`src/rtl/mfc_pkg.sv`:
```
package mfc_pkg;

   typedef enum logic [1:0] {
      ACC_READ  = 2'd0,
      ACC_WRITE = 2'd1,
      ACC_FETCH = 2'd2,
      ACC_RSVD  = 2'd3
   } acc_kind_e;

   typedef enum logic [2:0] {
      CS_NONE       = 3'd0,
      CS_SUPER_ADDR = 3'd1,
      CS_TLB_MISS   = 3'd2,
      CS_PERM_RD    = 3'd3,
      CS_PERM_WR    = 3'd4,
      CS_PERM_EX    = 3'd5
   } cause_e;

   typedef enum logic [1:0] {
      RT_IDENT = 2'd0,
      RT_XLATE = 2'd1,
      RT_SUPER = 2'd2
   } route_e;

endpackage

```
`src/rtl/mfc_region_decode.sv`:
```
module mfc_region_decode
   import mfc_pkg::*;
#(
   parameter int                ADDR_W     = 32,
   parameter logic [ADDR_W-1:0] USER_TOP   = 32'h8000_0000,
   parameter logic [ADDR_W-1:0] BYPASS_LO  = 32'hC000_0000
) (
   input  logic [ADDR_W-1:0] addr,
   input  logic              super_mode,
   input  logic              mmu_en,
   output route_e            route
);

   logic in_bypass;
   logic in_kernel;

   assign in_bypass = (addr >= BYPASS_LO);
   assign in_kernel = (addr >= USER_TOP);

   always_comb begin
      if (!mmu_en)
         route = RT_IDENT;
      else if (super_mode)
         route = in_bypass ? RT_IDENT : RT_XLATE;
      else
         route = in_kernel ? RT_SUPER : RT_XLATE;
   end

endmodule

```
`src/rtl/mfc_perm_check.sv`:
```
module mfc_perm_check
   import mfc_pkg::*;
#(
   parameter int N_KINDS = 3
) (
   input  logic               hit,
   input  logic [N_KINDS-1:0] perm,
   input  logic [1:0]         kind,
   output cause_e             cause
);

   localparam int KSEL_W = (N_KINDS > 1) ? $clog2(N_KINDS) : 1;

   logic [N_KINDS-1:0] kind_sel;
   logic               right_ok;

   // one select line per right; the reserved kind falls back to read
   for (genvar k = 0; k < N_KINDS; k++) begin : g_sel
      if (k == 0) begin : g_rd
         assign kind_sel[k] = (kind == ACC_READ) || (kind == ACC_RSVD);
      end else begin : g_other
         assign kind_sel[k] = (kind == k[1:0]);
      end
   end

   assign right_ok = |(kind_sel & perm);

   always_comb begin
      if (!hit)
         cause = CS_TLB_MISS;
      else if (right_ok)
         cause = CS_NONE;
      else if (kind_sel[1])
         cause = CS_PERM_WR;
      else if (kind_sel[2])
         cause = CS_PERM_EX;
      else
         cause = CS_PERM_RD;
   end

   logic [KSEL_W-1:0] unused_w;
   assign unused_w = '0;

endmodule

```
`src/rtl/mfc_fault_regs.sv`:
```
module mfc_fault_regs #(
   parameter int ADDR_W  = 32,
   parameter int VPN_W   = 20,
   parameter int VPN_LSB = 2,
   parameter int BASE_W  = 10
) (
   input  logic              clk,
   input  logic              rst_n,
   input  logic              cap_any,
   input  logic              cap_xlate,
   input  logic              cap_fetch,
   input  logic [ADDR_W-1:0] addr,
   input  logic              base_ld,
   input  logic [BASE_W-1:0] base_val,
   output logic              strobe,
   output logic [ADDR_W-1:0] bad_addr,
   output logic [ADDR_W-1:0] pte_addr,
   output logic              data_flag
);

   logic [BASE_W-1:0] base_q;
   logic [VPN_W-1:0]  vpn_q;

   always_ff @(posedge clk) begin
      if (!rst_n) begin
         strobe    <= 1'b0;
         bad_addr  <= '0;
         base_q    <= '0;
         vpn_q     <= '0;
         data_flag <= 1'b0;
      end else begin
         strobe <= cap_any;
         if (cap_any)
            bad_addr <= addr;
         if (base_ld)
            base_q <= base_val;
         if (cap_xlate) begin
            vpn_q     <= addr[ADDR_W-1 -: VPN_W];
            data_flag <= !cap_fetch;
         end
      end
   end

   assign pte_addr = {base_q, vpn_q, {VPN_LSB{1'b0}}};

endmodule

```
`src/rtl/mmu_fault_classifier.sv`:
```
module mmu_fault_classifier
   import mfc_pkg::*;
#(
   parameter int                ADDR_W    = 32,
   parameter int                PAGE_BITS = 12,
   parameter int                VPN_LSB   = 2,
   parameter logic [ADDR_W-1:0] USER_TOP  = 32'h8000_0000,
   parameter logic [ADDR_W-1:0] BYPASS_LO = 32'hC000_0000,
   parameter int                N_KINDS   = 3,
   localparam int               PPN_W     = ADDR_W - PAGE_BITS,
   localparam int               BASE_W    = ADDR_W - PPN_W - VPN_LSB
) (
   input  logic              clk,
   input  logic              rst_n,
   input  logic              acc_valid,
   input  logic [ADDR_W-1:0] acc_addr,
   input  logic [1:0]        acc_kind,
   input  logic              acc_super,
   input  logic              mmu_en,
   input  logic              tlb_hit,
   input  logic [N_KINDS-1:0] tlb_perm,
   input  logic [PPN_W-1:0]  tlb_ppn,
   input  logic              pte_base_ld,
   input  logic [BASE_W-1:0] pte_base_val,
   output logic [ADDR_W-1:0] phys_addr,
   output logic              fault,
   output logic [2:0]        fault_cause,
   output logic              fault_strobe,
   output logic [ADDR_W-1:0] bad_addr,
   output logic [ADDR_W-1:0] pte_addr,
   output logic              fault_data
);

   // elaboration-time parameter checks
   if (PAGE_BITS < 1 || PAGE_BITS >= ADDR_W) begin : g_bad_page
      $error("page size does not fit the address width");
   end
   if (VPN_LSB < 1 || BASE_W < 1) begin : g_bad_pte
      $error("page-table-entry address layout does not fit");
   end
   if (N_KINDS != 3) begin : g_bad_kinds
      $error("exactly three access rights are supported");
   end
   if (BYPASS_LO < USER_TOP) begin : g_bad_regions
      $error("bypass region must lie inside the supervisor region");
   end

   route_e route;
   cause_e xl_cause;
   cause_e cause;

   mfc_region_decode #(
      .ADDR_W    (ADDR_W),
      .USER_TOP  (USER_TOP),
      .BYPASS_LO (BYPASS_LO)
   ) u_region (
      .addr       (acc_addr),
      .super_mode (acc_super),
      .mmu_en     (mmu_en),
      .route      (route)
   );

   mfc_perm_check #(
      .N_KINDS (N_KINDS)
   ) u_perm (
      .hit   (tlb_hit),
      .perm  (tlb_perm),
      .kind  (acc_kind),
      .cause (xl_cause)
   );

   always_comb begin
      unique case (route)
         RT_SUPER: cause = CS_SUPER_ADDR;
         RT_XLATE: cause = xl_cause;
         default:  cause = CS_NONE;
      endcase
   end

   always_comb begin
      if (cause != CS_NONE)
         phys_addr = '0;
      else if (route == RT_XLATE)
         phys_addr = {tlb_ppn, acc_addr[PAGE_BITS-1:0]};
      else
         phys_addr = acc_addr;
   end

   assign fault_cause = cause;
   assign fault       = acc_valid && (cause != CS_NONE);

   logic cap_xlate;
   assign cap_xlate = fault && (route == RT_XLATE);

   mfc_fault_regs #(
      .ADDR_W  (ADDR_W),
      .VPN_W   (PPN_W),
      .VPN_LSB (VPN_LSB),
      .BASE_W  (BASE_W)
   ) u_regs (
      .clk       (clk),
      .rst_n     (rst_n),
      .cap_any   (fault),
      .cap_xlate (cap_xlate),
      .cap_fetch (acc_kind == ACC_FETCH),
      .addr      (acc_addr),
      .base_ld   (pte_base_ld),
      .base_val  (pte_base_val),
      .strobe    (fault_strobe),
      .bad_addr  (bad_addr),
      .pte_addr  (pte_addr),
      .data_flag (fault_data)
   );

endmodule

```
`config.mk`:
```
export PLATFORM = sky130hd
export DESIGN_NAME = mmu_fault_classifier
export DESIGN_NICKNAME = d
export VERILOG_FILES = /design/src/rtl/mfc_pkg.sv /design/src/rtl/mfc_region_decode.sv /design/src/rtl/mfc_perm_check.sv /design/src/rtl/mfc_fault_regs.sv /design/src/rtl/mmu_fault_classifier.sv
export SDC_FILE = /design/constraint.sdc
export NUM_CORES = 1
export LEC_CHECK = 0
export BUFFER_PORTS_ARGS = -buffer_cell sky130_fd_sc_hd__buf_2
export CAP_MARGIN = 20
export CORE_MARGIN = 2
export CORE_UTILIZATION = 43
export DETAILED_ROUTE_END_ITERATION = 10
export HOLD_SLACK_MARGIN = 0.03
export PLACE_DENSITY = 0.76
export SLEW_MARGIN = 0
export SYNTH_ARGS = -nofsm -noshare
export SYNTH_HDL_FRONTEND = slang
export SYNTH_HIERARCHICAL = 1
export SYNTH_SLANG_ARGS = --single-unit
```
`constraint.sdc`:
```
create_clock -name clk -period 8.3 [get_ports clk]
set_clock_uncertainty 0.05 [all_clocks]
set_input_delay 2.49 -clock clk [delete_from_list [all_inputs] [get_ports clk]]
set_output_delay 2.49 -clock clk [all_outputs]
set_load 0.05 [all_outputs]
```
==> results.md, run 1 <==
* Worst-Margin Slew at 931 ps
* Core area at 7730 um2
* Vert. Die Dim at just over 90 um
* CTS max path bufs at 2
* Share of layout cells above drive strength 1 at 47.1%
* Critical path class: input pin to output port
* Crit-path cells: buf_2, nand2b_1, a21boi_1, inv_1, ha_1, clkinv_1, buf_4, a211oi_1, buf_2
* CP endpoint kind: output port
* HP Class: flop to flop
* Leakage at ~2.1 nW
* Setup TNS at 0 ps
* Placement row count at 32
* Via count at around 2800
* Most common cell on crit path: buf_2
* Setup Buffers After CTS at 0
* H-Tree Depth at 3
* Sequential-to-total area share from yosys stat at 37.4%
* Post-synth top flop: dfxtp_1
* Final Instance Count excl. Fillers at 586
* Detailed Route Iter0 Violations at 52
* Met1 Use GR at roughly a quarter
* Initial antenna violation count at 0
* First-pass iteration count of the detailed router at 4
* CP startpoint: acc_addr[30]
* Yosys top cell by area: dfxtp_1
* Slew margin rel. at 37.8%
* WL final at 8.38 mm
* Post-route ant nets at 0
* CTS Buf Count at 9
* Die W at 93.3 um
* Starting Density at 44.3%
* Largest net degree at the start of global routing at 65
* Die area at 8700 um2
* CTS Hold Buffers Added at 0
* Cells after Synth at 318
* Warnings, synthesis at 6
* R2R depth at 2
* Grt met3 use at 4.51%
* Final worst path period share at 88.3%
* Placed instance count at 570
* Drt wl/cell at 14.3 um
* TritonCTS Sinks at 64
* Fill count at 682
* CTS resizes at 0
* Vias/cell at roughly 4.8
* Met2 Use GR at 32.9%
* Synth unique cells at 28
* Slew Viols, Final at 0
* DRC at 0
* Tmin final at 7330 ps
* Status: finished clean
* Post-layout util at 57.3%
* Antenna Cells at 0
* First-pass GRT wire length at around 13 mm
* Post-Syn Area at 3430 um2
* Vias in the first global route at 2806
* CP endpoint: phys_addr[0]
* Top post-synthesis cells by area: dfxtp_1 37%, mux2i_1 24%, nor2b_1 12%, a211oi_2 11%, buf_6 2.3%
* Async set or reset register ratio after synthesis at 0%
* Slowest-stage cell, CP: buf_4
* RD Place Congestion at 0.737
* Final HPWL DP at 6.07 mm
* Clock transition at path regs at ~70 ps
* Hold Fails Final Rpt at 0
* Critical path's largest stage delay at between 400 and 500 ps
* PwrDens at slightly below 200 nW/um2
* Synth cell count leaders: 82 x mux2i_1, 64 x dfxtp_1, 64 x nor2b_1
* P&R area growth vs syn at 29.3%
* FF+latch count, synth at 64
* Worst reg2reg endpoint: u_regs/base_q[9]
* Syn avg cell area at 10.8 um2
* Number of buffers added on ports at 173
* Total Routing Usage GR at about a fifth
* Gr ovfl total at 0
* Peak fanout along the critical path at 23
* Most common cell in the netlist: mux2i_1
* Worst endpoint required time at 5760 ps
* GRT Max-Usage Layer: met2
* Register Area at 1280 um2
* Max Freq at 137 MHz
* Clock root buffer: clkbuf_8
* CTS tree: built
* Post-synth EDFFs at 0
* CP Data Arrival Time at 4790 ps
* Total of max-cap violations at 0
* Area of the multi-input gates at 1850 um2
* IO Count at between 150 and 200
* NumNets Final at 558
* Clk Latency, worst-skew pair at about 320 ps
* Post-synth top area share at 37.4%
* Element type at the critical path start: input pin
* RR Startpoint: u_regs/base_q[9]
* VDD IR max at 0.101 mV
* Reg2reg setup slack at 7610 ps
* RSZ-0062 raised after global routing: no
* Final setup fails at 0
## cells in the final DEF (no fill, tap or decap), types with 2 or more instances in the layout
cell type and n:
a211oi_1 3, a211oi_2 29, a21oi_1 2, and2_1 4, and3_1 2, buf_2 173
buf_4 5, clkbuf_8 11, clkinv_2 2, clkinvlp_4 2, conb_1 2, dfxtp_1 64
ha_1 5, inv_1 16, mux2i_1 82, nand2_1 3, nand2b_1 2, nor2b_1 64
## kinds of logic after synthesis
kind of cell | after synthesis | share of synthesized area (%)
other | 1 | 0.109
and+or+nand+nor | 77 | 13.8
adders and majority gates | 5 | 1.83
DFF | 64 | 37.4
muxes | 82 | 24.0
buffers and inverters | 46 | 9.20
AOI/OAI and AO/OA | 43 | 13.7
## routing by layer
layer  vias to the layer above  routed length, um  share of wire [%]
li1                       1405                  -                  -
met3                         8                500                6.0
met1                      1309               3740                 45
met2                       102               4060                 48
met5                         -                  0                  0
met4                         0                 76               0.91
## critical path, delay by kind of cell
family | cells | cell delay (ps)
buf+inv | 5 | 1290
simple gates | 1 | 140
fa+ha+maj | 1 | 330
compound gates | 2 | 530
## per-stage QoR
stage                     total power, mW  worst slack [ps]  hold WS (ps)  instance area [um2]
after global placement              0.602              1120           419                 4220
after global routing                0.910               801           462                 4430
after CTS                           0.883               957           435                 4430
final                               0.871               974           435                 4430
after detailed placement            0.606               962           418                 4220
after floorplan                     0.548              1140           693                 3430
## flip-flops by register name, summed over array words and instances, names as in the netlist
signal / flops
u_regs/data_flag: 1
u_regs/bad_addr: 32
u_regs/base_q: 10
u_regs/vpn_q: 20
u_regs/strobe: 1
## power breakdown
part / internal, mW / switching [mW] / total [mW]
registers: 0.321 / 0.00649 / 0.327
clock network: 0.154 / 0.120 / 0.274
logic: 0.0787 / 0.192 / 0.270
## how the worst min path moves through the flow
stage | from | endpoint | cells after the start
finish | u_regs/data_flag | u_regs/data_flag | 1
global route | u_regs/data_flag | u_regs/data_flag | 1
CTS | u_regs/data_flag | u_regs/data_flag | 1
detailed placement | u_regs/data_flag | u_regs/data_flag | 1
global placement | u_regs/data_flag | u_regs/data_flag | 1
floorplan | u_regs/bad_addr[29] | u_regs/bad_addr[29] | 2
## layout make-up
class                      count  share of cell area, %
timing repair buffer         178                   20.4
inverter                      17                   1.44
sequential                    64                   28.9
multi-input combinational    209                   41.7
tap                          102                   2.88
clock inverter                 5                   1.24
clock buffer                  11                   3.42
No activity file was read; power rests on OpenSTA's default activity.
==> inputs of run 2 (changes only) <==
--- a/config.mk
+++ b/config.mk
@@ -12,6 +12,7 @@
 export DETAILED_ROUTE_END_ITERATION = 10
 export HOLD_SLACK_MARGIN = 0.03
 export PLACE_DENSITY = 0.76
+export SETUP_SLACK_MARGIN = 0.5
 export SLEW_MARGIN = 0
 export SYNTH_ARGS = -nofsm -noshare
 export SYNTH_HDL_FRONTEND = slang
==> constraint.sdc (replaced) <==
create_clock -name clk -period 9.3 [get_ports clk]
set_clock_uncertainty 0.05 [all_clocks]
set_input_delay 2.79 -clock clk [delete_from_list [all_inputs] [get_ports clk]]
set_output_delay 2.79 -clock clk [all_outputs]
set_load 0.05 [all_outputs]
==> run 2 against run 1 <==
Compared with the run above:
- cell count shrank 0.51%
- first-iteration DRC count grew 9.6%
- core utilization hardly changed
- count of clock-buffer cells in the layout up 1
- sequential power down 10%
- via count grew 0.60%
- non-clock buffer count decreased by 2
==> results.md, run 2 (synthesis gave the netlist of run 1 again) <==
* Status: finished clean
* RSZ-0062 raised after global routing: no
* Initial antenna violation count at 0 (unchanged)
* Clock transition at path regs at 60 ps (about the same)
* CTS Buf Count at 9 (unchanged)
* Via count at 2841 (+0.60%)
* CP endpoint kind: output port
* CTS Hold Buffers Added at 0 (unchanged)
* Tmin final at around 8000 ps
* Vias/cell at 4.87 (+1.1%)
* Detailed Route Iter0 Violations at 57 (+9.6%)
* First-pass GRT wire length at 13.1 mm (-1.9%)
* Placement row count at 32 (unchanged)
* Final HPWL DP at 6.05 mm (-0.33%)
* Reg with most FFs: u_regs/bad_addr
* Slew Viols, Final at 0 (unchanged)
* VDD IR max at 0.0903 mV (-11%)
* CTS max path bufs at 2 (unchanged)
* First-pass iteration count of the detailed router at 4 (unchanged)
* IO Count at 176 (unchanged)
* Die W at 93.3 um (unchanged)
* Drt wl/cell at 14.3 um (+0.32%)
* Worst-Margin Slew at 1010 ps (+78.3 ps)
* Core area at 7730 um2 (unchanged)
* Share of layout cells above drive strength 1 at 46.6% (-0.54 points)
* Setup TNS at 0 ps (unchanged)
* H-Tree Depth at 3 (unchanged)
* Clk Latency, worst-skew pair at 310 ps (about the same)
* Gr ovfl total at 0 (unchanged)
* RD Place Congestion at 0.734 (-0.46%)
* Leakage at 2.06 nW (about the same)
* Tot Pwr at 796 uW (-8.6%)
* CTS resizes at 0 (unchanged)
* Max Freq at roughly 130 MHz
* Clock root buffer: clkbuf_8
* NumNets Final at 556 (-0.36%)
* Final setup fails at 0 (unchanged)
* Critical path class: input pin to output port
* Final worst path period share at 84.3%
* Slew margin rel. at 32.7% (-5.1 points)
* HP Class: flop to flop
* Worst endpoint required time at 6460 ps (+700 ps)
* Post-route ant nets at 0 (unchanged)
* WL final at 8.36 mm (-0.19%)
* Element type at the critical path start: input pin
* Number of buffers added on ports at 173 (unchanged)
* Largest net degree at the start of global routing at 65 (unchanged)
* Vert. Die Dim at 93.3 um (unchanged)
* CP Data Arrival Time at 5000 ps (+210 ps)
* Commonest non-fill, non-tap cell in the layout: buf_2
* Antenna Cells at 0 (unchanged)
* Commonest non-fill, non-tap cells in the layout: 173 x buf_2, 82 x mux2i_1, 64 x nor2b_1, 64 x dfxtp_1, 29 x a211oi_2
* Starting Density at 44.3% (unchanged)
* PwrDens at 180 nW/um2 (-8.6%)
* DRC at 0 (unchanged)
* Hold Fails Final Rpt at 0 (unchanged)
* Max reg flops at 32 (unchanged)
* Total of max-cap violations at 0 (unchanged)
* Vias in the first global route at 2806 (unchanged)
* Setup Buffers After CTS at 0 (unchanged)
* P&R area growth vs syn at 29.3% (about the same)
* TritonCTS Sinks at 64 (unchanged)
* Die area at 8700 um2 (unchanged)
* CTS tree: built
* Top flop regs: u_regs/bad_addr: 32 flops, u_regs/vpn_q: 20 flops, u_regs/base_q: 10 flops
* Total Routing Usage GR at 18.9% (-0.47 points)
* Peak fanout along the critical path at 23 (unchanged)
-- run 2: cell count changes in the layout (fill, tap and decap cells not counted) --
cell	previous run	this run
buf_4	5	3
bufinv_16	1	2
clkbuf_1	0	1
clkinv_2	2	1
clkinvlp_4	2	0
-- run 2: stage by stage --
step,instances,setup slack (ps),cell area (um2),utilization (%),hold slack (ps)
floorplan,319,1540,3430,-,693
global placement,568,1520,4210,54.5,418
detailed placement,568,1450,4210,54.5,422
CTS,583,1450,4430,57.3,437
global route,583,1250,4430,57.3,456
finish,583,1460,4430,57.3,442
-- run 2: final cells by class --
| class | instances | area [um2] |
|---|---|---|
| Clock inverter | 3 | 65.1 |
| Multi-Input combinational cell | 209 | 1850 |
| Clock buffer | 12 | 155 |
| Inverter | 17 | 63.8 |
| Timing Repair Buffer | 176 | 888 |
| Fill cell | 713 | 3300 |
| Sequential cell | 64 | 1280 |
| Tap cell | 102 | 128 |
-- run 2: final timing paths --
check,from,endpoint,slack (ps),cells past startpoint
max,acc_addr[30],phys_addr[0],1460,9
min,u_regs/data_flag,u_regs/data_flag,440,1
max reg2reg,u_regs/base_q[9],u_regs/base_q[9],8610,2
min reg2reg,u_regs/data_flag,u_regs/data_flag,440,1
-- run 2: power by group --
part           switching, mW  internal, mW
clock                 0.0992         0.164
sequential           0.00599         0.287
combinational          0.171        0.0697
-- run 2: layer usage --
layer  vias up  routed length [um]  track usage, %
met2       100                4210            33.2
met5         -                   0               0
met1      1335                3510            22.7
li1       1397                   -               -
met4         0                 116            6.86
met3         9                 526            4.19
-- run 2: critical path, stage by stage --
cell	delay [ps]
buf_2	120
nand2b_1	140
a21boi_1	240
inv_1	70
ha_1	320
clkinv_1	350
buf_4	410
a211oi_1	230
buf_2	300
==> inputs of run 3 (changes only) <==
--- a/config.mk
+++ b/config.mk
@@ -8,7 +8,7 @@
 export BUFFER_PORTS_ARGS = -buffer_cell sky130_fd_sc_hd__buf_2
 export CAP_MARGIN = 20
 export CORE_MARGIN = 2
-export CORE_UTILIZATION = 43
+export CORE_UTILIZATION = 41
 export DETAILED_ROUTE_END_ITERATION = 10
 export HOLD_SLACK_MARGIN = 0.03
 export PLACE_DENSITY = 0.76
==> constraint.sdc (replaced) <==
create_clock -name clk -period 6.6 [get_ports clk]
set_clock_uncertainty 0.05 [all_clocks]
set_input_delay 1.98 -clock clk [delete_from_list [all_inputs] [get_ports clk]]
set_output_delay 1.98 -clock clk [all_outputs]
set_load 0.05 [all_outputs]
==> run 3 against run 2 <==
Compared with the run above:
- count of clock-buffer cells in the layout is 2 lower
- register-to-register slack worse by 2700 ps
- hold slack worse by 1.1 ps
- via count is 0.32% higher
- cell count is 1.7% higher
- design area is 2.1% higher
- global-route usage hardly changed
==> results.md, run 3 (synthesis gave the netlist of run 1 again) <==
* Post-route ant nets at 0 (unchanged)
* Detailed Route Iter0 Violations at 65 (+14%)
* PwrDens at 261 nW/um2 (+45%)
* Core area at 8180 um2 (+5.8%)
* Placement row count at 33 (+3.1%)
* Status: finished clean
* Placed instance count at 577 (+1.6%)
* Pre-CTS WS at 639 ps (-815 ps)
* CTS resizes at 0 (unchanged)
* Slew Viols, Final at 0 (unchanged)
* CP endpoint kind: output port
* Clock transition at path regs at 70 ps (about the same)
* H-Tree Depth at 3 (unchanged)
* Max Freq at 170 MHz
* Final Worst Setup Slack at 728 ps (-731 ps)
* Initial antenna violation count at 0 (unchanged)
* CTS Hold Buffers Added at 0 (unchanged)
* Worst-Margin Slew at 1030 ps (+22.9 ps)
* Die area at 9100 um2 (+4.7%)
* Vias in the first global route at 2693 (-4.0%)
* WL final at 8.78 mm (+4.9%)
* Drt wl/cell at 14.8 um (+3.2%)
* Vias/cell at 4.81 (-1.4%)
* Element type at the critical path start: input pin
* Commonest non-fill, non-tap cells in the layout: 173 x buf_2, 82 x mux2i_1, 64 x nor2b_1, 64 x dfxtp_1, 30 x a211oi_2
* Critical path class: input pin to output port
* First-pass iteration count of the detailed router at 4 (unchanged)
* Reg with most FFs: u_regs/bad_addr
* CP Data Arrival Time at 3840 ps (-1160 ps)
* Die W at 95.4 um (+2.3%)
* Fill count at 752 (+5.5%)
* CTS Buf Count at 9 (unchanged)
* Largest net degree at the start of global routing at 65 (unchanged)
* First-pass GRT wire length at 13.2 mm (+0.84%)
* Total Routing Usage GR at 19.0% (about the same)
* Share of layout cells above drive strength 1 at 47.7% (+1.2 points)
* TritonCTS Sinks at 64 (unchanged)
* IO Count at 176 (unchanged)
* Setup TNS at 0 ps (unchanged)
* Antenna Cells at 0 (unchanged)
* DRC at 0 (unchanged)
* Commonest non-fill, non-tap cell in the layout: buf_2
* Total of max-cap violations at 0 (unchanged)
* Setup Buffers After CTS at 0 (unchanged)
* Peak fanout along the critical path at 14 (-39%)
* CTS max path bufs at 2 (unchanged)
* Clock root buffer: clkbuf_8
* Final setup fails at 0 (unchanged)
* Hold Fails Final Rpt at 0 (unchanged)
* RSZ-0062 raised after global routing: no
* CTS tree: built
* Slew margin rel. at 31.0% (-1.7 points)
* Clk Latency, worst-skew pair at 330 ps (+20 ps)
* Tmin final at 5870 ps
* P&R area growth vs syn at 32.0%
* Worst endpoint required time at 4570 ps (-1890 ps)
* Leakage at 2.11 nW (+2.1%)
* NumNets Final at 562 (+1.1%)
* RD Place Congestion at 0.784 (+6.9%)
* Final HPWL DP at 6.26 mm (+3.4%)
* HP Class: flop to flop
* Top flop regs: u_regs/bad_addr: 32 flops, u_regs/vpn_q: 20 flops, u_regs/base_q: 10 flops
* Gr ovfl total at 0 (unchanged)
* VDD IR max at 0.124 mV (+37%)
* Number of buffers added on ports at 173 (unchanged)
* Via count at 2850 (+0.32%)
* Vert. Die Dim at 95.4 um (+2.3%)
* Starting Density at 41.9% (-2.4 points)
* Final Instance Count excl. Fillers at 593 (+1.7%)
* Max reg flops at 32 (unchanged)
* Final worst path period share at between 80% and 90%
[run 3: cell types whose count changed in the layout (fill, tap and decap cells not counted), sizes merged]
cell / change
clkbuf: -2
buf: +6
bufinv: +1
inv: +1
clkinvlp: +1
[run 3: critical path, cell delays in order]
cell and delay [ps]:
buf_2 100, inv_1 40, ha_1 310, a21oi_1 50
and3_1 210, o21a_2 350, buf_4 260, a211oi_2 250
buf_2 300
[run 3: final cells by class]
class | count | area, um2 | area share (%)
timing repair buffer | 182 | 933 | 20.6
sequential | 64 | 1280 | 28.3
inverter | 17 | 63.8 | 1.41
tap | 105 | 131 | 2.91
multi-input combinational | 209 | 1860 | 41.1
clock inverter | 6 | 115 | 2.55
clock buffer | 10 | 138 | 3.04
[run 3: metal layers]
metal,global-route usage [%],up-vias,share of wire [%]
li1,-,1417,-
met1,22.9,1328,44
met2,31.9,87,49
met3,4.19,18,4.6
met4,8.93,0,2.2
met5,0,-,0
[run 3: metrics by stage]
stage	hold slack, ps	utilization, %	area (um2)	power [mW]
global route	458	55.3	4520	1.23
detailed placement	429	52.1	4260	0.766
global placement	409	52.1	4260	0.761
finish	441	55.3	4520	1.18
floorplan	693	-	3430	0.690
CTS	445	55.2	4510	1.19
[run 3: worst paths after layout]
kind,cells after the start,slack [ps],start,to
setup / recovery,9,730,acc_kind[0],phys_addr[11]
hold / removal,1,440,u_regs/data_flag,u_regs/data_flag
setup reg to reg,2,5880,u_regs/bad_addr[17],u_regs/bad_addr[17]
hold reg to reg,1,440,u_regs/data_flag,u_regs/data_flag
[run 3: power by group]
part           internal [mW]  switching [mW]  leakage, nW
Clock                  0.263           0.161        0.123
Sequential             0.403         0.00833        0.521
Combinational          0.102           0.243         1.46
Total                  0.769           0.413         2.11
